### src/rtl/dig_pkg.sv
package dig_pkg;
    typedef enum logic [1:0] {
        ST_OFF  = 2'd0,
        ST_WARM = 2'd1,
        ST_PASS = 2'd2
    } gate_state_t;
endpackage

### src/rtl/dig_rise_det.sv
module dig_rise_det (
    input  logic clk,
    input  logic rst_n,
    input  logic din,
    output logic rise
);
    logic din_q;

    always_ff @(posedge clk) begin
        if (!rst_n) din_q <= 1'b0;
        else        din_q <= din;
    end

    assign rise = din & ~din_q;
endmodule

### src/rtl/dig_sample_timer.sv
module dig_sample_timer #(
    parameter int INIT_SAMPLES = 1059
) (
    input  logic clk,
    input  logic rst_n,
    input  logic clr,
    input  logic step,
    output logic last
);
    localparam int CNT_W = $clog2(INIT_SAMPLES + 1);
    localparam logic [CNT_W-1:0] LAST_VAL = CNT_W'(INIT_SAMPLES - 1);

    logic [CNT_W-1:0] cnt;

    always_ff @(posedge clk) begin
        if (!rst_n || clr)  cnt <= '0;
        else if (step)      cnt <= last ? '0 : cnt + 1'b1;
    end

    assign last = (cnt == LAST_VAL);

    // the count never runs past the warm-up length
    a_r3_cnt_bound: assert property (@(posedge clk) disable iff (!rst_n)
        cnt <= LAST_VAL);
endmodule

### src/rtl/dig_init_fsm.sv
module dig_init_fsm
    import dig_pkg::*;
(
    input  logic clk,
    input  logic rst_n,
    input  logic dac_pwr,
    input  logic pwr_rise,
    input  logic adc_any,
    input  logic smp_valid,
    input  logic cnt_last,
    output logic busy,
    output logic pass,
    output logic cnt_clr,
    output logic cnt_step,
    output logic gain_load
);
    gate_state_t state, state_nx;
    logic        finish;

    assign finish = (state == ST_WARM) && dac_pwr && smp_valid && cnt_last;

    always_comb begin
        state_nx = state;
        unique case (state)
            ST_OFF:  if (pwr_rise) state_nx = adc_any ? ST_PASS : ST_WARM;
            ST_WARM: if (!dac_pwr) state_nx = ST_OFF;
                     else if (finish) state_nx = ST_PASS;
            ST_PASS: if (!dac_pwr) state_nx = ST_OFF;
            default: state_nx = ST_OFF;
        endcase
    end

    always_ff @(posedge clk) begin
        if (!rst_n) state <= ST_OFF;
        else        state <= state_nx;
    end

    always_ff @(posedge clk) begin
        if (!rst_n) gain_load <= 1'b0;
        else        gain_load <= finish;
    end

    always_comb begin
        busy     = 1'b0;
        pass     = 1'b0;
        cnt_clr  = 1'b1;
        cnt_step = 1'b0;
        unique case (state)
            ST_OFF:  ;
            ST_WARM: begin
                busy     = 1'b1;
                cnt_clr  = 1'b0;
                cnt_step = smp_valid;
            end
            ST_PASS: pass = 1'b1;
            default: ;
        endcase
    end

    // a power rise with an ADC on never enters warm-up
    a_r5_bypass: assert property (@(posedge clk) disable iff (!rst_n)
        (state == ST_OFF && pwr_rise && adc_any) |=> (state == ST_PASS));
    // the load strobe lasts a single cycle
    a_r7_load_single: assert property (@(posedge clk) disable iff (!rst_n)
        gain_load |=> !gain_load);
    // losing DAC power during warm-up leaves the warm state
    a_r8_drop: assert property (@(posedge clk) disable iff (!rst_n)
        (state == ST_WARM && !dac_pwr) |=> (state == ST_OFF));
endmodule

### src/rtl/dig_data_gate.sv
module dig_data_gate #(
    parameter int SAMPLE_W = 16
) (
    input  logic                clk,
    input  logic                rst_n,
    input  logic                pass,
    input  logic                smp_valid,
    input  logic [SAMPLE_W-1:0] smp_in_l,
    input  logic [SAMPLE_W-1:0] smp_in_r,
    output logic                smp_out_valid,
    output logic [SAMPLE_W-1:0] smp_out_l,
    output logic [SAMPLE_W-1:0] smp_out_r
);
    always_ff @(posedge clk) begin
        if (!rst_n) begin
            smp_out_valid <= 1'b0;
            smp_out_l     <= '0;
            smp_out_r     <= '0;
        end else begin
            smp_out_valid <= smp_valid;
            smp_out_l     <= pass ? smp_in_l : '0;
            smp_out_r     <= pass ? smp_in_r : '0;
        end
    end

    // anything emitted while not forwarding is zero
    a_r4_zero_gate: assert property (@(posedge clk) disable iff (!rst_n)
        !pass |=> (smp_out_l == '0 && smp_out_r == '0));
    // output strobe trails the input strobe by one cycle
    a_r9_latency: assert property (@(posedge clk) disable iff (!rst_n)
        smp_valid |=> smp_out_valid);
endmodule

### src/rtl/dac_init_gate.sv
module dac_init_gate #(
    parameter int SAMPLE_W     = 16,
    parameter int GAIN_W       = 8,
    parameter int INIT_SAMPLES = 1059
) (
    input  logic                clk,
    input  logic                rst_n,
    input  logic                dac_pwr,
    input  logic                adc_pwr_l,
    input  logic                adc_pwr_r,
    input  logic                smp_valid,
    input  logic [SAMPLE_W-1:0] smp_in_l,
    input  logic [SAMPLE_W-1:0] smp_in_r,
    input  logic                lvl_en_req,
    input  logic [GAIN_W-1:0]   in_vol,
    output logic                smp_out_valid,
    output logic [SAMPLE_W-1:0] smp_out_l,
    output logic [SAMPLE_W-1:0] smp_out_r,
    output logic                lvl_en,
    output logic [GAIN_W-1:0]   gain_seed,
    output logic                gain_load,
    output logic                busy
);
    logic pwr_rise, cnt_last, cnt_clr, cnt_step, pass;

    dig_rise_det u_rise (
        .clk  (clk),
        .rst_n(rst_n),
        .din  (dac_pwr),
        .rise (pwr_rise)
    );

    dig_sample_timer #(.INIT_SAMPLES(INIT_SAMPLES)) u_timer (
        .clk  (clk),
        .rst_n(rst_n),
        .clr  (cnt_clr),
        .step (cnt_step),
        .last (cnt_last)
    );

    dig_init_fsm u_fsm (
        .clk      (clk),
        .rst_n    (rst_n),
        .dac_pwr  (dac_pwr),
        .pwr_rise (pwr_rise),
        .adc_any  (adc_pwr_l | adc_pwr_r),
        .smp_valid(smp_valid),
        .cnt_last (cnt_last),
        .busy     (busy),
        .pass     (pass),
        .cnt_clr  (cnt_clr),
        .cnt_step (cnt_step),
        .gain_load(gain_load)
    );

    dig_data_gate #(.SAMPLE_W(SAMPLE_W)) u_gate (
        .clk          (clk),
        .rst_n        (rst_n),
        .pass         (pass),
        .smp_valid    (smp_valid),
        .smp_in_l     (smp_in_l),
        .smp_in_r     (smp_in_r),
        .smp_out_valid(smp_out_valid),
        .smp_out_l    (smp_out_l),
        .smp_out_r    (smp_out_r)
    );

    assign lvl_en    = lvl_en_req & ~busy;
    assign gain_seed = in_vol;

    // level control is held off for the whole warm-up
    a_r6_lvl_off: assert property (@(posedge clk) disable iff (!rst_n)
        busy |-> !lvl_en);
    // the load strobe coincides with the end of warm-up
    a_r7_load_end: assert property (@(posedge clk) disable iff (!rst_n)
        gain_load |-> (!busy && $fell(busy)));
endmodule

### config.mk
export PLATFORM = sky130hd
export DESIGN_NAME = dac_init_gate
export DESIGN_NICKNAME = d
export VERILOG_FILES = /design/src/rtl/dig_pkg.sv /design/src/rtl/dig_rise_det.sv /design/src/rtl/dig_sample_timer.sv /design/src/rtl/dig_init_fsm.sv /design/src/rtl/dig_data_gate.sv /design/src/rtl/dac_init_gate.sv
export SDC_FILE = /design/constraint.sdc
export NUM_CORES = 1
export LEC_CHECK = 0
export BUFFER_PORTS_ARGS = -buffer_cell sky130_fd_sc_hd__buf_2
export CAP_MARGIN = 20
export CORE_MARGIN = 2
export CORE_UTILIZATION = 40
export DETAILED_ROUTE_END_ITERATION = 7
export GPL_ROUTABILITY_DRIVEN = 0
export HOLD_SLACK_MARGIN = 0.03
export PLACE_DENSITY = 0.82
export RECOVER_POWER = 50
export SYNTH_ARGS = -nofsm -noshare
export SYNTH_HDL_FRONTEND = slang
export SYNTH_SLANG_ARGS = --single-unit
### constraint.sdc
create_clock -name clk -period 1.89 [get_ports clk]
set_input_delay 0.2835 -clock clk [delete_from_list [all_inputs] [get_ports clk]]
set_output_delay 0.2835 -clock clk [all_outputs]
set_load 0.01 [all_outputs]
-- Word-level counts from Yosys, hierarchy flattened
Cells that the tools add are included.
- register bits after elaboration: 48
- input bits: 47
- output and inout bits: 44
- bitwise logic cells: 5
- reduce and logical (&&, ||, !) cells: 8
- add/sub/neg operators: 1
- equal/unequal tests: 6
- multiplexer cells: 11
- operators with widths (kind ; number):
    $add A11 B1 Y11 const B ; 1
    $eq A11 B11 Y1 const B ; 1
    $mux W11 ; 1
    $mux W2 ; 5
    $pmux W2 S3 ; 1
    $mux W1 ; 4
    $ne A2 B2 Y1 const B ; 2
    $logic_and A1 B1 Y1 ; 3
    $ne A3 B2 Y1 const B ; 1
    $reduce_and A3 Y1 ; 1
    $and A1 B1 Y1 ; 2
    $eq A2 B1 Y1 const B ; 1
    $eq A2 B2 Y1 const B ; 1
    $logic_not A2 Y1 ; 1
    $not A1 Y1 ; 2
    $reduce_and A2 Y1 ; 1
    $logic_not A1 Y1 ; 1
    $logic_or A1 B1 Y1 ; 1
    $or A1 B1 Y1 ; 1

-- Longest topological paths before layout
- depth after elaboration: 7
- gate-level depth with buffers: 6

-- Modules after synthesis
A second synthesis with hierarchy kept.
- cells, all modules: 163
- area total of the unflattened synthesis: 1774.2 µm²
- by module, submodules not included (module ; area each (µm²) ; instances ; cells each):
    dig_data_gate ; 934.6 ; 1 ; 72
    dig_sample_timer ; 586.8 ; 1 ; 61
    dig_init_fsm ; 140.1 ; 1 ; 17
    dac_init_gate ; 72.6 ; 1 ; 10
    dig_rise_det ; 40.0 ; 1 ; 3

-- Worst setup path after synthesis
No wires, ideal clock.
- path type: reg2reg
- start point: register u_timer.cnt[0]
- end point: register u_timer.cnt[8]
- required time: 1.771 ns
- cell stages (with the launch flop): 7
- setup time: 0.119 ns
- clock period less this slack: 1.198 ns
- data arrival time: 1.080 ns
- slack: 0.692 ns
- cells stage by stage: dfxtp_1 ha_1 and4b_1 buf_4 nand4_1 xor2_1 nor2_1
- longest elaborated chain between the ends: 2
- elaborated cells between the ends (all ways): 3
- classes of those cells: add/sub (1); eq/ne (1); mux (1)
- RTL lines (item ; line ; source):
    start: declaration ; dig_sample_timer.sv:13 ; logic [CNT_W-1:0] cnt;
    start signal: assignment ; dig_sample_timer.sv:17 ; else if (step) cnt <= last ? '0 : cnt + 1'b1;
    $add A11 B1 Y11 or $eq A11 B11 Y1 (tied branches) ; dig_sample_timer.sv:17, dig_sample_timer.sv:20 ;
    $mux W11 (*) ; dig_sample_timer.sv:17 ;
Mark *: on every way between the ends. The rest lies on a longest branch, timed or not.
A chain may end at the register's enable or synchronous reset.

-- Worst setup path in the final report
- start point: register u_fsm.state[1]
- end point: output port lvl_en
- longest elaborated chain between the ends: 4
- RTL lines (item ; line ; source):
    start: declaration ; dig_init_fsm.sv:17 ; gate_state_t state, state_nx;
    start signal: assignment ; dig_init_fsm.sv:35 ; else state <= state_nx;
    $eq A2 B1 Y1 ; dig_init_fsm.sv:48 ; unique case (state)
    $mux W1 ; dig_init_fsm.sv:48 ;
    $not A1 Y1 ; dac_init_gate.sv:68 ; assign lvl_en = lvl_en_req & ~busy;
    $and A1 B1 Y1 ; dac_init_gate.sv:68 ;
    end: declaration ; dac_init_gate.sv:19 ; output logic lvl_en,
No other way between the ends.

==> summary.md <==
| Metric | Value |
|---|---|
| Status | completed |
| Post-Synth XOR/XNOR Area | 5.197% |
| CP Launch Type | flop |
| GR Util met3 | 6.331% |
| CP Data Arrival Time | 1.18 ns |
| CTS tree | done |
| Cell variety after synth | 30 |
| GRT Residual Overflow | 0 |
| Post-CTS sizing | 0 |
| Cell taking the most area after synthesis | dfxtp_1 |
| 1st-pass router iterations | 4 |
| Floorplan core area | 4029 µm² |
| Clock transition at path regs | 0.08 ns |
| Commonest non-fill, non-tap cell in the layout | dfxtp_1 |
| Vias per Instance | 4.436 |
| Cells after synthesis | 156 |
| CP Max Fanout | 6 |
| CTS Buf Count | 5 |
| Clk buf depth | 2 |
| Antenna violations before repair | 0 |
| Vias in the first global route | 1096 |
| Synth Net Count | 205 |
| #FFs+latches synth | 48 |
| Total design power | 1.888 mW |
| HP Class | input port to flop |
| Setup violations, final | 0 |
| Grt met2 use | 20.43% |
| EDFF count, synth | 0 |
| Most frequent cells in the layout | 48 x dfxtp_1, 38 x buf_2, 36 x clkbuf_1 |
| GR Util met1 | 15.51% |
| Drt wl/cell | 11.08 µm |
| H-tree depth | 2 |
| Drt total wl | 3047 µm |
| Fmax | 0.6828 GHz |
| Largest net degree at the start of global routing | 33 |
| PD cells | 898.1 nW/µm² |
| Post-CTS Setup Bufs | 0 |
| Yosys top cell area share | 57.02% |
| Final antenna-violating net count | 0 |
| Iter 0 DRT Violations | 47 |
| Sequential area share after synthesis | 57.02% |
| Die Ht | 68.91 µm |
| Root Driver | clkbuf_8 |
| First-pass GRT wire length | 4609 µm |
| Syn Area/Cell | 10.80 µm² |
| PortBufs | 74 |
| Setup TNS Final | 0 ns |
| ANT cells | 0 |
| Hold buffers post-CTS | 0 |
| Slew of the pin with the lowest slew margin | 0.7407 ns |
| Clock Sinks | 48 |
| Post-synthesis mux area share | 0.5939% |
| Max cap viols | 0 |
| Primary FF master, synth | dfxtp_1 |
| Via count | 1220 |
| Initial Util | 41.83% |
| Clock latency on the worst-skew pair | 0.29 ns |
| Synth top area cells | dfxtp_1 57%, and2_1 13%, buf_4 4.5% |
| Busiest grt layer | met2 |
| Worst slew margin | 50.62% |
| Setup CP Type | flop to output port |
| Row count | 23 |
| Fraction of layout cells with a size suffix above 1 | 23.56% |
| Fin Clk Skew | 0.005033 ns |
| Post-Syn Area | 1685 µm² |
| Adder-Cell Fraction of Synth Area | 1.485% |
| Worst vdd ir | 0.0005690 V |
| Io pins | 91 |
| Die W | 68.91 µm |
| Simple-gate share of the synthesized area | 28.95% |
| Critical Path Sink Type | output port |
| Final Hold Viols | 0 |
| Pins Over Slew Limit | 0 |
| RSZ-0062 raised after global routing | no |
| Worst Path Required | 1.61 ns |
| FFs w/ async S/R, synth | 0% |
| GRT Total Usage | 13.62% |
| Final period utilization | 77.49% |
| Final #Nets | 273 |
| Main combinational cell family by area after synthesis | simple AND/OR/NAND/NOR gates |
| DRC Markers | 0 |
| Static leakage | 0.8808 nW |
| DPL Wire Length | 2288 µm |
| Layout area overhead | 24.72% |
| Minimum clock period | 1.465 ns |
| Area fraction in compound gates after synthesis | 1.188% |
| Ys Warns | 0 |
| Die area | 4749 µm² |
-- through the flow --
stage	worst slack, ns	area, µm²	instances	hold slack [ns]	util [%]
after global routing	0.3143	2102	275	0.1680	52.17
final	0.4254	2102	275	0.1789	52.17
after floorplan	0.6920	1685	156	0.4027	-
after CTS	0.4105	2153	275	0.1668	53.45
after global placement	0.5503	2032	267	0.4823	50.43
after detailed placement	0.4978	2032	267	0.4747	50.43
-- sequential cells by signal, summed over array words and instances (netlist names) --
| register | count |
|---|---|
| u_fsm.state | 2 |
| u_gate.smp_out_valid | 1 |
| u_gate.smp_out_r | 16 |
| u_timer.cnt | 11 |
| u_fsm.gain_load | 1 |
| u_rise.din_q | 1 |
| u_gate.smp_out_l | 16 |
-- path summary, 6_finish.rpt --
kind,from,to,slack (ns),depth (start not counted)
hold reg to reg,u_timer.cnt[10],u_fsm.gain_load,0.49,2
setup / recovery,u_fsm.state[1],lvl_en,0.43,3
hold / removal,smp_in_l[14],u_gate.smp_out_l[14],0.18,2
setup reg to reg,u_timer.cnt[0],u_timer.cnt[3],0.50,6
-- power by group --
group / internal, mW / total [mW] / leakage (nW) / switching (mW)
clock: 0.432 / 0.760 / 0.0614 / 0.328
sequential: 1.03 / 1.04 / 0.389 / 0.00699
combinational: 0.0492 / 0.0906 / 0.431 / 0.0414
-- cells by family after synthesis --
kind of cell / after synthesis
multiplexers: 1
AND/OR/NAND/NOR: 77
adder cells (fa/ha/maj): 2
buffers and inverters: 15
XOR/XNOR: 10
AO/OA/AOI/OAI: 3
flip-flops: 48
-- worst max-delay path, stage by stage (launching register included) --
cell,delay [ns]
dfxtp_1,0.41
and2b_4,0.24
nor2b_1,0.10
buf_2,0.13
-- per-layer routing --
metal | vias to the layer above | wire (µm)
li1 | 635 | -
met1 | 516 | 1277
met2 | 62 | 1417
met3 | 7 | 285
met4 | 0 | 66
met5 | - | 0
-- synth_stat cells (2+ instances only) --
library cell	number
clkbuf_1	3
nor2_1	15
buf_4	10
nand3_1	2
xor2_1	7
inv_1	2
dfxtp_1	48
and3b_1	2
nor2b_1	2
ha_1	2
and2_1	34
nand2_1	4
and3_2	2
xnor2_1	3
nand4_1	5
-- area by class of cell --
cell class / count / area, µm²
Timing Repair Buffer: 74 / 325.3
Sequential cell: 48 / 960.9
Clock buffer: 6 / 82.58
Inverter: 2 / 7.507
Multi-Input combinational cell: 93 / 624.3
Fill cell: 386 / 1927
Tap cell: 50 / 62.56
Clock inverter: 2 / 38.79
(Power assumes the default switching activity.)
